### src/rtl/sdram_wr_pkg.sv
package sdram_wr_pkg;
    typedef enum logic [1:0] {
        CMD_NOP = 2'd0,
        CMD_ACT = 2'd1,
        CMD_WR  = 2'd2,
        CMD_PRE = 2'd3
    } cmd_e;

    typedef enum logic {
        ROW_SHUT = 1'b0,
        ROW_OPEN = 1'b1
    } row_e;
endpackage

### src/rtl/sdram_wr_timer.sv
// Down-counter that blocks a command until the loaded spacing has elapsed.
module sdram_wr_timer #(
    parameter int W = 4
) (
    input  logic         clk,
    input  logic         rst_n,
    input  logic         load_i,
    input  logic [W-1:0] val_i,
    output logic         done_o
);
    logic [W-1:0] cnt_d, cnt_q;

    always_comb begin
        cnt_d = cnt_q;
        if (load_i)
            cnt_d = val_i;
        else if (cnt_q != '0)
            cnt_d = cnt_q - 1'b1;
    end

    always_ff @(posedge clk or negedge rst_n) begin
        if (!rst_n) cnt_q <= '0;
        else        cnt_q <= cnt_d;
    end

    assign done_o = (cnt_q == '0);
endmodule

### src/rtl/sdram_wr_beats.sv
// Tracks the data beats that remain after the WRITE cycle of a burst.
module sdram_wr_beats (
    input  logic       clk,
    input  logic       rst_n,
    input  logic       start_i,
    input  logic [2:0] len_i,
    output logic       busy_o,
    output logic       last_o
);
    logic [1:0] left_d, left_q;

    always_comb begin
        left_d = left_q;
        if (start_i)
            left_d = 2'(len_i - 3'd1);
        else if (left_q != 2'd0)
            left_d = left_q - 2'd1;
    end

    always_ff @(posedge clk or negedge rst_n) begin
        if (!rst_n) left_q <= 2'd0;
        else        left_q <= left_d;
    end

    assign busy_o = (left_q != 2'd0);
    assign last_o = start_i ? (len_i <= 3'd1) : (left_q == 2'd1);
endmodule

### src/rtl/sdram_wr_seq.sv
module sdram_wr_seq
    import sdram_wr_pkg::*;
#(
    parameter int ROW_W = 13,
    parameter int COL_W = 9,
    parameter int BA_W  = 2,
    parameter int BANK  = 0,
    parameter int DQ_W  = 16,
    parameter int TRCD  = 3,
    parameter int TRAS  = 6,
    parameter int TRC   = 9,
    parameter int TWR   = 2,
    parameter int TRP   = 3
) (
    input  logic             clk,
    input  logic             rst_n,
    input  logic             req_valid,
    output logic             req_ready,
    input  logic [ROW_W-1:0] req_row,
    input  logic [COL_W-1:0] req_col,
    input  logic [2:0]       req_len,
    input  logic             req_ap,
    input  logic             wd_valid,
    output logic             wd_ready,
    input  logic [DQ_W-1:0]  wd_data,
    output logic [1:0]       cmd_o,
    output logic [BA_W-1:0]  ba_o,
    output logic [ROW_W-1:0] addr_o,
    output logic [DQ_W-1:0]  dq_o,
    output logic             dq_oe
);
    localparam int FLAG_BIT = 10;
    localparam int TMR_W    = $clog2(TRAS + TRC + TWR + TRP + 1);

    typedef struct packed {
        row_e             st;
        logic [ROW_W-1:0] row;
        logic             ap;
    } seq_s;

    seq_s seq_d, seq_q;
    cmd_e cmd;
    logic ld_act, ld_pre, wr_start, ap_now;
    logic beat_busy, beat_last;
    logic rcd_done, ras_done, rc_done, wr_done, rp_done;
    logic [ROW_W-1:0] wr_addr;

    always_comb begin
        seq_d     = seq_q;
        cmd       = CMD_NOP;
        addr_o    = '0;
        dq_oe     = 1'b0;
        req_ready = 1'b0;
        wr_start  = 1'b0;
        ld_act    = 1'b0;
        ld_pre    = 1'b0;
        wr_addr   = '0;
        wr_addr[COL_W-1:0] = req_col;
        wr_addr[FLAG_BIT]  = req_ap;
        if (beat_busy) begin
            dq_oe = 1'b1;
        end else if (req_valid) begin
            if (seq_q.st == ROW_SHUT) begin
                if (rp_done && rc_done) begin
                    cmd       = CMD_ACT;
                    addr_o    = req_row;
                    ld_act    = 1'b1;
                    seq_d.st  = ROW_OPEN;
                    seq_d.row = req_row;
                end
            end else if (req_row == seq_q.row) begin
                if (rcd_done && wd_valid) begin
                    cmd       = CMD_WR;
                    addr_o    = wr_addr;
                    dq_oe     = 1'b1;
                    req_ready = 1'b1;
                    wr_start  = 1'b1;
                    seq_d.ap  = req_ap;
                end
            end else if (ras_done && wr_done) begin
                cmd      = CMD_PRE;
                ld_pre   = 1'b1;
                seq_d.st = ROW_SHUT;
            end
        end
        ap_now = wr_start ? req_ap : seq_q.ap;
        if (beat_last && dq_oe && ap_now)
            seq_d.st = ROW_SHUT;
    end

    always_ff @(posedge clk or negedge rst_n) begin
        if (!rst_n) seq_q <= '{st: ROW_SHUT, row: '0, ap: 1'b0};
        else        seq_q <= seq_d;
    end

    assign cmd_o    = cmd;
    assign ba_o     = BA_W'(BANK);
    assign dq_o     = wd_data;
    assign wd_ready = dq_oe;

    sdram_wr_beats u_beats (
        .clk(clk), .rst_n(rst_n), .start_i(wr_start), .len_i(req_len),
        .busy_o(beat_busy), .last_o(beat_last)
    );

    logic end_plain, end_ap;
    assign end_plain = beat_last && dq_oe && !ap_now;
    assign end_ap    = beat_last && dq_oe && ap_now;

    sdram_wr_timer #(.W(TMR_W)) u_rcd (
        .clk(clk), .rst_n(rst_n), .load_i(ld_act),
        .val_i(TMR_W'(TRCD - 1)), .done_o(rcd_done));
    sdram_wr_timer #(.W(TMR_W)) u_ras (
        .clk(clk), .rst_n(rst_n), .load_i(ld_act),
        .val_i(TMR_W'(TRAS - 1)), .done_o(ras_done));
    sdram_wr_timer #(.W(TMR_W)) u_rc (
        .clk(clk), .rst_n(rst_n), .load_i(ld_act),
        .val_i(TMR_W'(TRC - 1)), .done_o(rc_done));
    sdram_wr_timer #(.W(TMR_W)) u_wr (
        .clk(clk), .rst_n(rst_n), .load_i(end_plain),
        .val_i(TMR_W'(TWR - 1)), .done_o(wr_done));
    sdram_wr_timer #(.W(TMR_W)) u_rp (
        .clk(clk), .rst_n(rst_n), .load_i(ld_pre || end_ap),
        .val_i(ld_pre ? TMR_W'(TRP - 1) : TMR_W'(TWR + TRP - 1)),
        .done_o(rp_done));

    // Assertion support: cycles since each event, saturating, independent of the timers.
    logic [7:0] s_act_q, s_pre_q, s_oe_q;
    logic       apw_q;
    always_ff @(posedge clk or negedge rst_n) begin
        if (!rst_n) begin
            s_act_q <= 8'hFF;
            s_pre_q <= 8'hFF;
            s_oe_q  <= 8'hFF;
            apw_q   <= 1'b0;
        end else begin
            s_act_q <= (cmd_o == CMD_ACT) ? 8'd1 : (s_act_q == 8'hFF ? s_act_q : s_act_q + 8'd1);
            s_pre_q <= (cmd_o == CMD_PRE) ? 8'd1 : (s_pre_q == 8'hFF ? s_pre_q : s_pre_q + 8'd1);
            s_oe_q  <= dq_oe ? 8'd1 : (s_oe_q == 8'hFF ? s_oe_q : s_oe_q + 8'd1);
            if (cmd_o == CMD_WR) apw_q <= addr_o[FLAG_BIT];
        end
    end

    p_rcd_gap_r3: assert property (@(posedge clk) disable iff (!rst_n)
        (cmd_o == CMD_WR) |-> (32'(s_act_q) >= TRCD));
    p_data_with_write_r4: assert property (@(posedge clk) disable iff (!rst_n)
        (cmd_o == CMD_WR) |-> (dq_oe && wd_ready));
    p_beats_contiguous_r5: assert property (@(posedge clk) disable iff (!rst_n)
        (dq_oe && cmd_o != CMD_WR) |-> $past(dq_oe));
    p_pre_spacing_r7: assert property (@(posedge clk) disable iff (!rst_n)
        (cmd_o == CMD_PRE) |-> (32'(s_act_q) >= TRAS && 32'(s_oe_q) >= TWR));
    p_act_spacing_r8: assert property (@(posedge clk) disable iff (!rst_n)
        (cmd_o == CMD_ACT) |-> (32'(s_pre_q) >= TRP && 32'(s_act_q) >= TRC));
    p_autopre_gap_r9: assert property (@(posedge clk) disable iff (!rst_n)
        (cmd_o == CMD_ACT && apw_q) |-> (32'(s_oe_q) >= TWR + TRP));
    p_wait_for_data_r11: assert property (@(posedge clk) disable iff (!rst_n)
        (!wd_valid && !beat_busy) |-> (cmd_o != CMD_WR && !req_ready));
endmodule

### config.mk
export PLATFORM = sky130hd
export DESIGN_NAME = sdram_wr_seq
export DESIGN_NICKNAME = d
export VERILOG_FILES = /design/src/rtl/sdram_wr_pkg.sv /design/src/rtl/sdram_wr_timer.sv /design/src/rtl/sdram_wr_beats.sv /design/src/rtl/sdram_wr_seq.sv
export SDC_FILE = /design/constraint.sdc
export NUM_CORES = 1
export LEC_CHECK = 0
export CORE_UTILIZATION = 40
export DETAILED_ROUTE_END_ITERATION = 8
export GPL_TIMING_DRIVEN = 0
export PLACE_DENSITY = 0.8
export SETUP_SLACK_MARGIN = 0.05
export SYNTH_ARGS = -nofsm -noshare
export SYNTH_HDL_FRONTEND = slang
export SYNTH_SLANG_ARGS = --single-unit
### constraint.sdc
create_clock -name clk -period 3.6 [get_ports clk]
set_clock_uncertainty 0.15 [all_clocks]
set_input_delay 0.36 -clock clk [delete_from_list [all_inputs] [get_ports clk]]
set_output_delay 0.36 -clock clk [all_outputs]
set_load 0.05 [all_outputs]
After elaboration in Yosys (flattened, before gate mapping). Index checks and enable logic that the tools add are counted.

Flip-flop bits (word level): 42. Input bits: 46. Output and inout port bits: 36. Logic and storage cells: 105.

Add/sub/neg operators: 7. Magnitude comparators: 1. Eq/ne operators: 3. Multiplexer cells: 54. Bitwise gates (word level): 2. Reduce and logical (&&, ||, !) cells: 29.

Operators by type and width (number): 13-bit 2-to-1 mux (5); 5-bit 2-to-1 mux (10); 15-bit 2-to-1 mux (2); 5-bit logical NOT (5); 1-bit 2-to-1 mux (25); 5-bit nonzero test (5); 5-bit by 1-bit subtractor with 5-bit output (second input constant) (5); 11-bit 2-to-1 mux (2); 2-bit 2-to-1 mux (8); 2-bit nonzero test (8); 14-bit 2-to-1 mux (1); 13-bit equality test (1); 1-bit logical AND (6); 5-bit AND reduction (1); 4-bit AND reduction (1); 2-bit by 1-bit subtractor with 2-bit output (second input constant) (2); 3-bit by 1-bit <= comparator with 1-bit output (second input constant) (1); 3-bit 2-to-1 mux (1); 2-bit by 1-bit equality test with 1-bit output (second input constant) (1); 2-bit by 1-bit != test with 1-bit output (second input constant) (1); 1-bit NOT (2); 2-bit AND reduction (1); 1-bit logical NOT (1); 1-bit logical OR (1).

Longest topological paths before layout.
Word-level depth: 12. Mapped depth: 9. Gate-level depth less buffers: 8.

Modules after synthesis. A second synthesis with hierarchy kept.

Cell total of the unflattened synthesis: 295. Area, all modules: 2737.6 um^2.

By module, submodules not included: sdram_wr_timer (times used 5, cells an instance 27, area each 279.0 um^2, sequential area each 125.1 um^2); sdram_wr_seq (times used 1, cells an instance 141, area each 1166.1 um^2, sequential area each 375.4 um^2); sdram_wr_beats (times used 1, cells an instance 19, area each 176.4 um^2, sequential area each 50.0 um^2).

Worst setup path after synthesis. Ideal clock, no wire load.

Kind: register to output. Start: register u_rcd.cnt_q[0]. End: output port addr_o[0]. Data arrival time: 2.611 ns. Data required time: 3.090 ns. Path slack: 0.479 ns. Stages on the path, launching flop included: 9. Buffers on the path: 2. Cell sequence: dfrtp_1 inv_1 ha_1 or4b_1 buf_2 nor4_2 nand4_2 clkbuf_1 o21ai_1.

Cells in the longest elaborated chain, start to end: 7.

Ends and longest elaborated chain: from (decl) (line sdram_wr_timer.sv:11) `logic [W-1:0] cnt_d, cnt_q;`; from (signal assigned) (line sdram_wr_timer.sv:23) `else cnt_q <= cnt_d;`; 5-bit logical NOT (line sdram_wr_timer.sv:26) `assign done_o = (cnt_q == '0);`; 1-bit logical AND (line sdram_wr_seq.sv:72) `if (rcd_done && wd_valid) begin`; 11-bit 2-to-1 mux (line sdram_wr_seq.sv:72); 11-bit 2-to-1 mux (line sdram_wr_seq.sv:71) `end else if (req_row == seq_q.row) begin`; 13-bit 2-to-1 mux (line sdram_wr_seq.sv:63) `if (seq_q.st == ROW_SHUT) begin`; 13-bit 2-to-1 mux (line sdram_wr_seq.sv:62) `end else if (req_valid) begin`; 13-bit 2-to-1 mux (line sdram_wr_seq.sv:60) `if (beat_busy) begin`; to (decl) (line sdram_wr_seq.sv:28) `output logic [ROW_W-1:0] addr_o,`.

Every way passes these cells.

Final worst setup path.
Start: register u_rp.cnt_q[0]. End: output port cmd_o[0].

Cells in the longest elaborated chain, start to end: 6.

Ends and longest elaborated chain: from (decl) (line sdram_wr_timer.sv:11); from (signal assigned) (line sdram_wr_timer.sv:23); 5-bit logical NOT (line sdram_wr_timer.sv:26); 1-bit logical AND (line sdram_wr_seq.sv:64) `if (rp_done && rc_done) begin`; 1-bit 2-to-1 mux (line sdram_wr_seq.sv:64); 2-bit 2-to-1 mux (line sdram_wr_seq.sv:63); 2-bit 2-to-1 mux (line sdram_wr_seq.sv:62); 2-bit 2-to-1 mux (line sdram_wr_seq.sv:60); to (decl) (line sdram_wr_seq.sv:26) `output logic [1:0] cmd_o,`.

Every way passes these cells.

==> impl_metrics.ini <==
[floorplanning]
initial_core_util_pct = 42.28
fp.dieH_um = 81.81
coreArea_um2 = 6026
fp.dieW_um = 81.81
pin_count = 82
rows = 28
die_area_um2 = 6692

[power_and_ir_drop]
peakVddDrop_v = 0.0002815
power.leakage_nw = 1.776
power_density_nw_per_um2 = 620.8
total_power_w = 0.002129

[global_routing]
antenna_found_initial = 0
grt_pass1_vias = 2126
grt_pass1_wl_um = 9259
grt_overflow_total = 0
grt_max_degree = 29
track_usage_pct = 18.05

[synthesis]
yosys_register_bits = 42
synthXorXnorAreaFrac_pct = 8.595
syn_area_um2 = 2547
syn_avg_cell_area_um2 = 8.970
yosysTopAreaCell = dfrtp_1
synth_warnings = 0
yosys.area_share.simple_pct = 21.02
synth_flop_cell = dfrtp_1
synth_top_family_by_area = simple AND/OR/NAND/NOR gates
synthMuxAreaShare_pct = 2.996
synth.distinct_cells = 44
synth_seq_area_share_pct = 41.26
synthAdderAreaFrac_pct = 4.912
async_flop_share_pct = 100.0
synth_compound_area_share_pct = 10.95
synth-edff-count = 0
yosysTopAreaCellShare_pct = 41.26
yosys-top-cells-area = dfrtp_1, nand2_1, buf_4
synth_cells = 284

[critical_path]
reg2regPathDepth = 8
crit_fanout = 10
reg2reg_from = u_rcd.cnt_q[0]$_DFFE_PN0P_
crit_path_start_kind = register
slowest_delay_ps = 390
crit_chain = inv_1, ha_1, nor4b_4, nand2_1, or3_1, clkbuf_1, clkbuf_2, o21ai_1, buf_2
r2r-end = u_beats.left_q[0]$_DFFE_PN0P_
cp-end-kind = output port
crit_type = register to output port
slowest_stage = dfrtp_1
startpoint = u_rp.cnt_q[0]$_DFFE_PN0P_
r2r_setup_slack_ps = 990
cp-endpoint = cmd_o[0]
crit_required_ps = 3090
cp.arrival_ps = 2850

[placement]
place_area_um2 = 3291
routabilityCongestion = 0.7967
port_buffers = 63
hpwlAfterDp_um = 4201

[final_layout]
drive_gt1_share_pct = 16.76
syn2layout_area_growth_pct = 34.63
post-route-cell-area_um2 = 3430
num_antenna_cells = 0
num-nets-final = 413
final_cell_mix = clkdlybuf4s50_1, nand2_1, dfrtp_1
layout_commonest_cell = clkdlybuf4s50_1

[clock_network]
clock_latency_ps = 310
cts.sink_count = 42
clk_pin_slew_ps = 90
cts-root-buf = clkbuf_8
post_cts_buffers = 0
h-tree-depth = 2
cts_tree = done
cts_made_buffers = 5
clock_path_buffers = 2

[detailed_routing]
drt-vias-per-instance = 4.972
wl_um = 5508
ant_nets = 0
drtIter0Drc = 82
drcViolationCount = 0
vias = 2153
drt_pass1_iterations = 4
routedWlPerCell_um = 12.72

[sta]
clock.fmax_mhz = 298.1
slew_headroom_pct = 65.94
drv_slew = 0
fin_crit_ps = 3355
hold_viol = 0
period_share_pct = 93.20
tightest_slew_ps = 510.1
rsz0062_at_grt = true
setup_viol = 0

[min_path]
hold_class = primary input to asynchronous set/reset pin

[run_status]
status = completed

[flow_run]
drv_cap = 0
[cell type report]
cell class                      instances  area (um^2)
Multi-Input combinational cell        194         1320
Fill cell                             540         2596
Clock buffer                            5        68.82
Clock inverter                          3        18.77
Timing Repair Buffer                   65        615.6
Sequential cell                        42         1051
Inverter                               23        86.33
Buffer                                 26        175.2
Tap cell                               75        93.84
[cells by family (layout without fill, tap and decap cells)]
family	count (synthesis)	count (layout)
XOR/XNOR	25	25
flip-flops	42	42
buffers and inverters	49	122
other	1	2
adder cells (fa/ha/maj)	10	10
AND/OR/NAND/NOR	107	107
multiplexers	6	6
AO/OA/AOI/OAI	44	44
[synth_stat cells (all sizes together) (2+ instances only)]
master   n
and2     4
inv     23
nor4b    4
or3      5
xnor2   11
nor2b    2
a21o     5
a211oi   5
xor2    14
a22o     2
nor2    23
mux2     3
nor4     6
nand2b   2
dfrtp   42
nand4    3
and4     2
a21oi   13
mux2i    3
nand2   42
nand3b   2
clkbuf   5
ha      10
o21ai   13
o22ai    2
nor3     9
buf     21
[worst min-delay path by stage]
stage	cells past startpoint	from	end	slack, ps
after floorplan	0	rst_n	seq_q[0]$_DFFE_PN0P_	-90
after global placement	2	seq_q[7]$_DFFE_PN0P_	seq_q[7]$_DFFE_PN0P_	330
after detailed placement	1	rst_n	seq_q[9]$_DFFE_PN0P_	140
after CTS	2	rst_n	u_rp.cnt_q[0]$_DFFE_PN0P_	340
after global routing	2	rst_n	u_wr.cnt_q[2]$_DFFE_PN0P_	370
final	2	rst_n	u_rp.cnt_q[0]$_DFFE_PN0P_	350
[repair_timing]
item                       CTS  global route
cloned                       0             0
hold endpoints to repair    14             0
gates resized for setup     41            33
hold buffers                 1             0
setup endpoints to repair   18            17
[registers in the layout (all words and copies together) (netlist names)]
signal,count
seq_q,15
u_ras.cnt_q,5
u_rc.cnt_q,5
u_rcd.cnt_q,5
u_rp.cnt_q,5
u_wr.cnt_q,5
u_beats.left_q,2
[metrics by stage]
step                instances  setup WS (ps)  hold slack, ps  util (%)  setup TNS [ps]
floorplan                 285          478.7          -85.59         -               0
CTS                       433          65.12           342.6     57.39               0
detailed placement        424         -490.4           143.5     54.61           -4535
global placement          423         -416.5           328.7     54.36           -4015
global route              433         -8.021           371.1     56.91          -8.021
finish                    433          244.9           347.8     56.91               0
[layer usage]
metal / track usage, % / routed length [um]
met1: 22.69 / 2357
met2: 30.99 / 2781
met3: 4.111 / 324
met4: 4.737 / 44
met5: 0 / 0
[report_power, final]
part,internal (W),leakage (nW),switching (W)
Sequential,0.000655,0.519,0.000172
Clock,0.000137,0.0483,0.000174
Combinational,0.000475,1.21,0.000517
[worst max-delay path, delay by kind of cell (launching register included)]
family | cells | cell delay [ps]
simple gates | 3 | 900
fa+ha+maj | 1 | 190
compound gates | 1 | 150
buf+inv | 4 | 920
flops | 1 | 390
No activity file was read; power rests on OpenSTA's default activity.
